--- src/rtl/ld_alias_pkg.sv ---
package ld_alias_pkg;
  typedef enum logic [1:0] {
    UPD_NONE  = 2'd0,
    UPD_KILL  = 2'd1,
    UPD_CLEAN = 2'd2
  } upd_kind_e;
endpackage

--- src/rtl/ld_alias_lfsr.sv ---
module ld_alias_lfsr #(
  parameter int          W    = 16,
  parameter logic [W-1:0] TAPS = 16'hB400,
  parameter logic [W-1:0] SEED = 16'hACE1
) (
  input  logic         clk,
  input  logic         rst,
  input  logic         adv,
  output logic [W-1:0] state
);
  logic [W-1:0] st_q;
  logic         fb;

  assign fb    = ^(st_q & TAPS);
  assign state = st_q;

  always_ff @(posedge clk) begin
    if (rst)      st_q <= SEED;
    else if (adv) st_q <= {st_q[W-2:0], fb};
  end

  AST_LFSR_NONZERO: assert property (@(posedge clk) disable iff (rst)
    st_q != '0);
  AST_LFSR_HOLD: assert property (@(posedge clk) disable iff (rst)
    !adv |=> $stable(st_q));
endmodule

--- src/rtl/ld_alias_ctr_upd.sv ---
module ld_alias_ctr_upd
  import ld_alias_pkg::*;
#(
  parameter int CNT_W      = 4,
  parameter int KILL_STEP  = 2,
  parameter int CLEAN_STEP = 1
) (
  input  upd_kind_e               kind,
  input  logic                    old_vld,
  input  logic signed [CNT_W-1:0] old_cnt,
  output logic                    we,
  output logic signed [CNT_W-1:0] new_cnt
);
  localparam int CMAX = (2 ** (CNT_W - 1)) - 1;
  localparam int CMIN = -(2 ** (CNT_W - 1));

  int base;
  int sum;

  always_comb begin
    we      = 1'b0;
    base    = int'(old_cnt);
    sum     = base;
    case (kind)
      UPD_KILL: begin
        we   = 1'b1;
        base = old_vld ? int'(old_cnt) : CMIN;
        sum  = base + KILL_STEP;
      end
      UPD_CLEAN: begin
        we   = old_vld;
        sum  = base - CLEAN_STEP;
      end
      default: begin
        we   = 1'b0;
      end
    endcase
    if (sum > CMAX) sum = CMAX;
    if (sum < CMIN) sum = CMIN;
    new_cnt = CNT_W'(sum);
  end
endmodule

--- src/rtl/ld_alias_table.sv ---
module ld_alias_table #(
  parameter int IDX_W = 8,
  parameter int CNT_W = 4
) (
  input  logic                    clk,
  input  logic                    rst,
  input  logic [IDX_W-1:0]        lk_idx,
  output logic                    lk_vld,
  output logic signed [CNT_W-1:0] lk_cnt,
  input  logic [IDX_W-1:0]        tr_idx,
  output logic                    tr_vld,
  output logic signed [CNT_W-1:0] tr_cnt,
  input  logic                    wr_en,
  input  logic signed [CNT_W-1:0] wr_cnt,
  input  logic                    clr_en,
  input  logic [IDX_W-1:0]        clr_idx
);
  localparam int DEPTH = 2 ** IDX_W;

  logic [DEPTH-1:0]        vld_q;
  logic signed [CNT_W-1:0] cnt_mem [DEPTH];

  always_ff @(posedge clk) begin
    if (rst) begin
      vld_q <= '0;
    end else begin
      if (wr_en)  vld_q[tr_idx]  <= 1'b1;
      if (clr_en) vld_q[clr_idx] <= 1'b0;
    end
  end

  always_ff @(posedge clk) begin
    if (wr_en) cnt_mem[tr_idx] <= wr_cnt;
  end

  assign lk_vld = vld_q[lk_idx];
  assign lk_cnt = cnt_mem[lk_idx];
  assign tr_vld = vld_q[tr_idx];
  assign tr_cnt = cnt_mem[tr_idx];

  AST_CLR_WINS: assert property (@(posedge clk) disable iff (rst)
    clr_en |=> !vld_q[$past(clr_idx)]);
  AST_WR_ALLOCS: assert property (@(posedge clk) disable iff (rst)
    (wr_en && !(clr_en && clr_idx == tr_idx)) |=> vld_q[$past(tr_idx)]);
endmodule

--- src/rtl/ld_alias_pred.sv ---
module ld_alias_pred
  import ld_alias_pkg::*;
#(
  parameter int PC_W       = 32,
  parameter int IDX_W      = 8,
  parameter int IDX_LSB    = 2,
  parameter int CNT_W      = 4,
  parameter int LFSR_W     = 16,
  parameter int ZERO_BITS  = 8,
  parameter int KILL_STEP  = 2,
  parameter int CLEAN_STEP = 1
) (
  input  logic            clk,
  input  logic            rst,
  input  logic            lkp_valid,
  input  logic [PC_W-1:0] lkp_pc,
  input  logic            trn_valid,
  input  logic [PC_W-1:0] trn_pc,
  input  logic            trn_killed,
  input  logic            trn_prev_killed,
  output logic            pred_valid,
  output logic            pred_conflict
);
  localparam int IDX_HI = IDX_LSB + IDX_W - 1;

  logic [IDX_W-1:0]        lk_idx, tr_idx, clr_idx;
  logic                    lk_vld, tr_vld, wr_en, upd_we, clr_en;
  logic signed [CNT_W-1:0] lk_cnt, tr_cnt, wr_cnt;
  logic [LFSR_W-1:0]       rnd;
  upd_kind_e               kind;
  logic                    pv_q, pc_q;

  assign lk_idx = lkp_pc[IDX_HI:IDX_LSB];
  assign tr_idx = trn_pc[IDX_HI:IDX_LSB];

  always_comb begin
    if (!trn_valid)           kind = UPD_NONE;
    else if (trn_killed)      kind = UPD_KILL;
    else if (trn_prev_killed) kind = UPD_CLEAN;
    else                      kind = UPD_NONE;
  end

  ld_alias_lfsr #(.W(LFSR_W)) u_lfsr (
    .clk   (clk),
    .rst   (rst),
    .adv   (trn_valid),
    .state (rnd)
  );

  assign clr_en  = trn_valid && (rnd[ZERO_BITS-1:0] == '0);
  assign clr_idx = rnd[LFSR_W-1 -: IDX_W];

  ld_alias_ctr_upd #(
    .CNT_W(CNT_W), .KILL_STEP(KILL_STEP), .CLEAN_STEP(CLEAN_STEP)
  ) u_upd (
    .kind    (kind),
    .old_vld (tr_vld),
    .old_cnt (tr_cnt),
    .we      (upd_we),
    .new_cnt (wr_cnt)
  );

  assign wr_en = upd_we;

  ld_alias_table #(.IDX_W(IDX_W), .CNT_W(CNT_W)) u_tbl (
    .clk     (clk),
    .rst     (rst),
    .lk_idx  (lk_idx),
    .lk_vld  (lk_vld),
    .lk_cnt  (lk_cnt),
    .tr_idx  (tr_idx),
    .tr_vld  (tr_vld),
    .tr_cnt  (tr_cnt),
    .wr_en   (wr_en),
    .wr_cnt  (wr_cnt),
    .clr_en  (clr_en),
    .clr_idx (clr_idx)
  );

  always_ff @(posedge clk) begin
    if (rst) begin
      pv_q <= 1'b0;
      pc_q <= 1'b0;
    end else begin
      pv_q <= lkp_valid;
      pc_q <= lkp_valid && lk_vld && !lk_cnt[CNT_W-1];
    end
  end

  assign pred_valid    = pv_q;
  assign pred_conflict = pc_q;

  AST_CONF_NEEDS_VALID: assert property (@(posedge clk) disable iff (rst)
    pred_conflict |-> pred_valid);
  AST_PRED_FOLLOWS: assert property (@(posedge clk) disable iff (rst)
    lkp_valid |=> pred_valid);
  AST_PRED_QUIET: assert property (@(posedge clk) disable iff (rst)
    !lkp_valid |=> !pred_valid);
endmodule

--- config.mk ---
export PLATFORM = sky130hd
export DESIGN_NAME = ld_alias_pred
export DESIGN_NICKNAME = d
export VERILOG_FILES = /design/src/rtl/ld_alias_pkg.sv /design/src/rtl/ld_alias_lfsr.sv /design/src/rtl/ld_alias_ctr_upd.sv /design/src/rtl/ld_alias_table.sv /design/src/rtl/ld_alias_pred.sv
export SDC_FILE = /design/constraint.sdc
export NUM_CORES = 2
export LEC_CHECK = 0
export BUFFER_PORTS_ARGS = -buffer_cell sky130_fd_sc_hd__buf_2
export CAP_MARGIN = 10
export CORE_ASPECT_RATIO = 0.9
export CORE_MARGIN = 4
export CORE_UTILIZATION = 30
export CTS_CLUSTER_SIZE = 8
export DETAILED_ROUTE_END_ITERATION = 16
export PLACE_DENSITY_LB_ADDON = 0.3
export RECOVER_POWER = 100
export SLEW_MARGIN = 20
export SYNTH_ARGS = -nofsm -noshare
export SYNTH_HDL_FRONTEND = slang
export SYNTH_SLANG_ARGS = --single-unit
--- constraint.sdc ---
create_clock -name clk -period 18.9 [get_ports clk]
set_input_delay 0.945 -clock clk [delete_from_list [all_inputs] [get_ports clk]]
set_output_delay 0.945 -clock clk [all_outputs]
set_load 0.01 [all_outputs]
## After elaboration in Yosys (flattened, before gate mapping)

Memory sizes are Yosys's and may differ from the RTL's.
Index checks and enable logic that the tools add are counted.

- Shift-type cells: 0
- Bitwise logic cells: 3
- Divide/modulo/power cells: 0
- Magnitude comparators: 7
- Reductions and logical operators: 8
- Add/sub/neg operators: 2
- Eq/ne operators: 2
- Multipliers: 0
- Multiplexer cells: 21

Operator list:

| kind | number |
|---|---|
| $mux 256 | 3 |
| $and 256x256->256 | 1 |
| $not 256->256 | 1 |
| $or 256x256->256 | 1 |
| $mux 32 | 2 |
| $pmux 32 s2 | 1 |
| $add 32x3->32 const B | 1 |
| $gt 32x4->1 const B | 1 |
| $lt 32x4->1 const B | 1 |
| $lt 8x9->1 const B | 3 |
| $bmux 1 s8 | 2 |
| $demux 1 s8 | 2 |
| $ge 8x1->1 const B | 2 |
| $reduce_xor 16->1 | 1 |
| $logic_not 8->1 | 1 |
| $mux 1 | 6 |
| $mux 2 | 3 |
| $logic_and 1x1->1 | 5 |
| $sub 4x2->5 const B | 1 |
| $mux 4 | 1 |
| $eq 2x1->1 const B | 1 |
| $eq 2x2->1 const B | 1 |
| $pmux 1 s2 | 1 |
| $logic_not 1->1 | 1 |

- Output and inout port bits: 2
- ROM bits: 0
- Latch bits: 0
- RAM bits: 1024
- Memories: 1
- Logic and storage cells: 48
- Register bits: 274

Memories:

| memory | depth | width | rd ports | clocked after Yosys merged registers in | write ports | line | text |
|---|---|---|---|---|---|---|---|
| u_tbl.cnt_mem | 256 | 4 | 2 | 0 | 1 | ld_alias_table.sv:21 | `logic signed [CNT_W-1:0] cnt_mem [DEPTH];` |

## Logic depth before layout (Yosys ltp)

- Depth after elaboration: 9
- Depth in mapped cells: 22

## Hierarchy

Synthesis repeated with hierarchy kept, for this count alone.

- Cell total of the unflattened synthesis: 3966
- Area, all modules: 62277.2 µm²

Modules (own cells, without submodules):

| module | area an instance (µm²) | cells an instance | times used | sequential area each (µm²) |
|---|---|---|---|---|
| ld_alias_table | 61163.7 | 3844 | 1 | 35874.4 |
| ld_alias_lfsr | 619.3 | 55 | 1 | 320.3 |
| ld_alias_ctr_upd | 401.6 | 57 | 1 | 0.0 |
| ld_alias_pred | 92.6 | 10 | 1 | 40.0 |

## Worst setup path before layout

No wires, ideal clock.

- Kind: input to register
- From: input trn_pc[3]
- To: memory u_tbl.cnt_mem[0][0], data pin
- Cell stages on the path: 16
- Setup slack: 6.029 ns
- Arrival time: 11.294 ns
- Cell sequence: buf_2 > buf_2 > clkbuf_1 > buf_1 > mux4_2 > mux2i_1 > o22ai_1 > or4_1 > o211ai_1 > a31o_2 > o21ai_0 > ha_1 > or2_2 > a21oi_2 > o22ai_1 > a21oi_1

- Longest elaborated chain between the ends: 9

RTL lines:

| element | line | text |
|---|---|---|
| start: declaration | ld_alias_pred.sv:18 | `input logic [PC_W-1:0] trn_pc,` |
| $bmux 1 s8 | ld_alias_table.sv:38 | `assign tr_vld = vld_q[tr_idx];` |
| $mux 1 (implied by the code) | ld_alias_table.sv:38 |  |
| $mux 32 | ld_alias_ctr_upd.sv:27 | `base = old_vld ? int'(old_cnt) : CMIN;` |
| $add 32x3->32 | ld_alias_ctr_upd.sv:28 | `sum = base + KILL_STEP;` |
| $pmux 32 s2 (*) | ld_alias_ctr_upd.sv:24 | `case (kind)` |
| $gt 32x4->1 | ld_alias_ctr_upd.sv:38 | `if (sum > CMAX) sum = CMAX;` |
| $mux 32 (*) | ld_alias_ctr_upd.sv:38 |  |
| $lt 32x4->1 | ld_alias_ctr_upd.sv:39 | `if (sum < CMIN) sum = CMIN;` |
| $mux 4 (*) | ld_alias_ctr_upd.sv:39 |  |
| net u_tbl.wr_cnt[0] | ld_alias_table.sv:14 | `input logic signed [CNT_W-1:0] wr_cnt,` |
| end: declaration | ld_alias_table.sv:21 |  |

Mark *: on every way through the listed nets, which the timed path passes. The rest lies on a longest branch. The select of a mux whose other input is x is not followed.

## Worst setup path in the final report

- From: input trn_pc[3]
- To: memory u_tbl.cnt_mem[51][3], data pin

The elaborated chain is that of the path after synthesis.

==> flow_summary.ini <==
[placed_design]
dp_hpwl_um = 117000
io_buffers = 23
dp.cells = 5745
place.gp.congestion = 0.898

[hold_path]
hp-class = in -> reg
hold_path_depth = 2

[logic_synthesis]
syn_inst = 3514
postSynthNetCount = 3592
syn_avg_cell_area_sq_um = 15.8
ys_ff_latch = 1298
ys.flop_type = edfxtp_1
ys_seq_area_share_pct = 65.2
synth_top_area_share_pct = 55.3
yosys_warnings = 0
async_flop_share_pct = 0
yosys.area.top_type = edfxtp_1
netlist_area_sq_mm = 0.0556
synthDistinctLibCells = 78
synth_edf_count = 1024
synth.area.top_cells = edfxtp_1, mux4_2, dfxtp_1, o221a_2, nor2_1

[sta]
setup_viol = 0
holdWs_ns = 0.398
final.setup.tns_ns = 0
relSlewSlack_pct = -218
final.min_clock_period_ns = 13.20
tightestPinTransition_ns = 4.75
fin_skew_ns = 0.0308
hold_viol = 0
fin_crit_sh_pct = 69.8
fmax_mhz = 75.8
grt_setup_unrepaired = no
drv_slew = 842

[worst_setup_path]
path_delay_family = buffers and inverters
worstRegToRegCells = 14
worstPathRequired_ns = 19.27
cp_num_cells = 16
crit_type = in -> reg
start_kind = input pin
max_stage_delay_ns = 3.05
crit_fanout = 95
cp-end-kind = flop
arrival_ns = 13.57
cpMaxStageDelayCell = clkbuf_1
path_cells = buf_8 -> clkbuf_1 -> clkbuf_1 -> mux2i_1 -> a221oi_1 -> o221ai_1 -> o21ai_0 -> o32a_1 -> nor2b_1 -> ha_1 -> inv_1 -> ha_1 -> or2_2 -> a21oi_1 -> clkinvlp_2 -> buf_4
path_buf_inv = 6

[outcome]
run_status = finished, violations left
violations = max-capacitance violations, max-slew violations

[floorplanning]
die_w_um = 462
die_area_sq_mm = 0.192
io_pins = 72
die_h_um = 416
initial_core_util_pct = 30.3
rows = 149
core-area_sq_mm = 0.184

[grt]
antenna_found_initial = 15
grtUsageTotal_pct = 19.3
grt_pass1_wl_um = 265000
grt_pass1_vias = 34300
grt_max_degree = 116
gr-total-overflow = 0

[final_layout]
layout_commonest_cell = edfxtp_1
final_util_pct = 34.4
multiInputGateArea_sq_mm = 0.0175
nFillCells = 17500
final_layout_size_suffix_gt1_share_pct = 23.0
syn_to_final_growth_pct = 13.9
instances_no_fill = 6084
layout_common_cells = edfxtp_1, nor2_1, mux4_2
nets = 3589
area.sequential_sq_mm = 0.0362

[drt]
antenna_left = 0
first_pass_iters = 6
vias = 35200
wirelength_um = 189000
drt_iter0_drc = 4768
drc = 0
detail_route.wl_per_cell_um = 31.0
vias_per_cell = 5.79

[cts]
cts_tree = built
cts.hold.buffers_added = 0
postCtsSetupRepairBufs = 0
ctsResizeCount = 0
cts_buffers = 180
clkLatencyLatePin_ns = 0.81
clockBufferDepth = 3
cts_root_buf = clkbuf_16
clk_pin_slew_ns = 0.06
clock_sinks = 1298
ctsHtreeMaxLevel = 4

[power_and_ir_drop]
ir_drop_mv = 0.0658
leakage_uw = 0.0198
powerDensity_mw_per_mm2 = 108

[job]
cap_violations = 24
power breakdown:
part	total [uW]	switching, uW	internal [uW]
logic	531	415	116
registers	3260	6.15	3250
clock network	3040	1230	1810
metrics by stage:
stage / setup WS (ns) / power, uW / instance area [sq um]
after floorplan: 6.03 / 3650 / 55600
after global placement: 9.45 / 3820 / 58100
after detailed placement: 9.29 / 3830 / 58100
after CTS: 10.13 / 6860 / 63400
after global routing: 4.90 / 7030 / 63200
final: 5.70 / 6830 / 63300
metal layers:
| metal | vias to the layer above | GRT usage, % | part of all wire, % |
|---|---|---|---|
| met5 | - | 0 | 0.050 |
| met1 | 18300 | 26.9 | 42 |
| met2 | 1976 | 28.1 | 44 |
| met3 | 436 | 4.55 | 9.6 |
| met4 | 12 | 9.37 | 5.0 |
| li1 | 14400 | - | - |
worst reg2reg max path, cell delays in order, from the launching register on:
cell        delay, ns
edfxtp_1         0.33
mux4_2           0.31
nor2_1           0.07
nor2_1           0.58
o221ai_1         0.55
o21ai_0          0.39
o32a_1           0.33
nor2b_1          0.22
ha_1             0.17
inv_1            0.05
ha_1             0.18
or2_2            0.29
a21oi_1          0.37
clkinvlp_2       2.31
buf_4            1.29
kinds of logic (layout without fill, tap and decap cells):
kind of cell	count (synthesis)	count (layout)	synth area share (%)
AOI/OAI and AO/OA	721	721	11.2
xor gates and xnor gates	2	2	0.0315
adders and majority gates	8	8	0.180
buffers and inverters	426	573	3.36
DFF	1298	1298	65.2
muxes	412	412	14.1
other	0	7	0
and+or+nand+nor	647	647	5.93
final timing paths:
path / from / end / slack, ns
min: lkp_valid / pred_valid / 0.40
max: trn_pc[3] / u_tbl.cnt_mem[51][3] / 5.70
max reg2reg: u_tbl.cnt_mem[209][2] / u_tbl.cnt_mem[51][3] / 10.99
min reg2reg: u_lfsr.state[4] / u_lfsr.state[5] / 0.51
state kept, by name, indices dropped and copies added, names as in the netlist:
name	flops
pred_conflict	1
u_tbl.cnt_mem	1024
u_lfsr.state	16
pred_valid	1
u_tbl.vld_q	256
layout make-up:
class / instances / share of cell area [%]
clock buffers: 323 / 8.09
repair buffers: 100 / 1.10
well taps: 2416 / 4.78
flip-flops and latches: 1298 / 57.3
clock inverters: 9 / 0.202
multi-input cells: 1790 / 27.7
diodes: 7 / 0.0277
inverters: 141 / 0.841
Yosys cell counts (all sizes together), types with 62 or more instances:
cell and instances:
edfxtp 1024, a31oi 62, mux4 294, nor3b 124, dfxtp 274, inv 140
clkbuf 168, o221a 244, a21oi 81, buf 117, a311oi 63, nor2 311
a22oi 64, mux2i 114
Note: power is estimated with default switching activity, not from simulation.
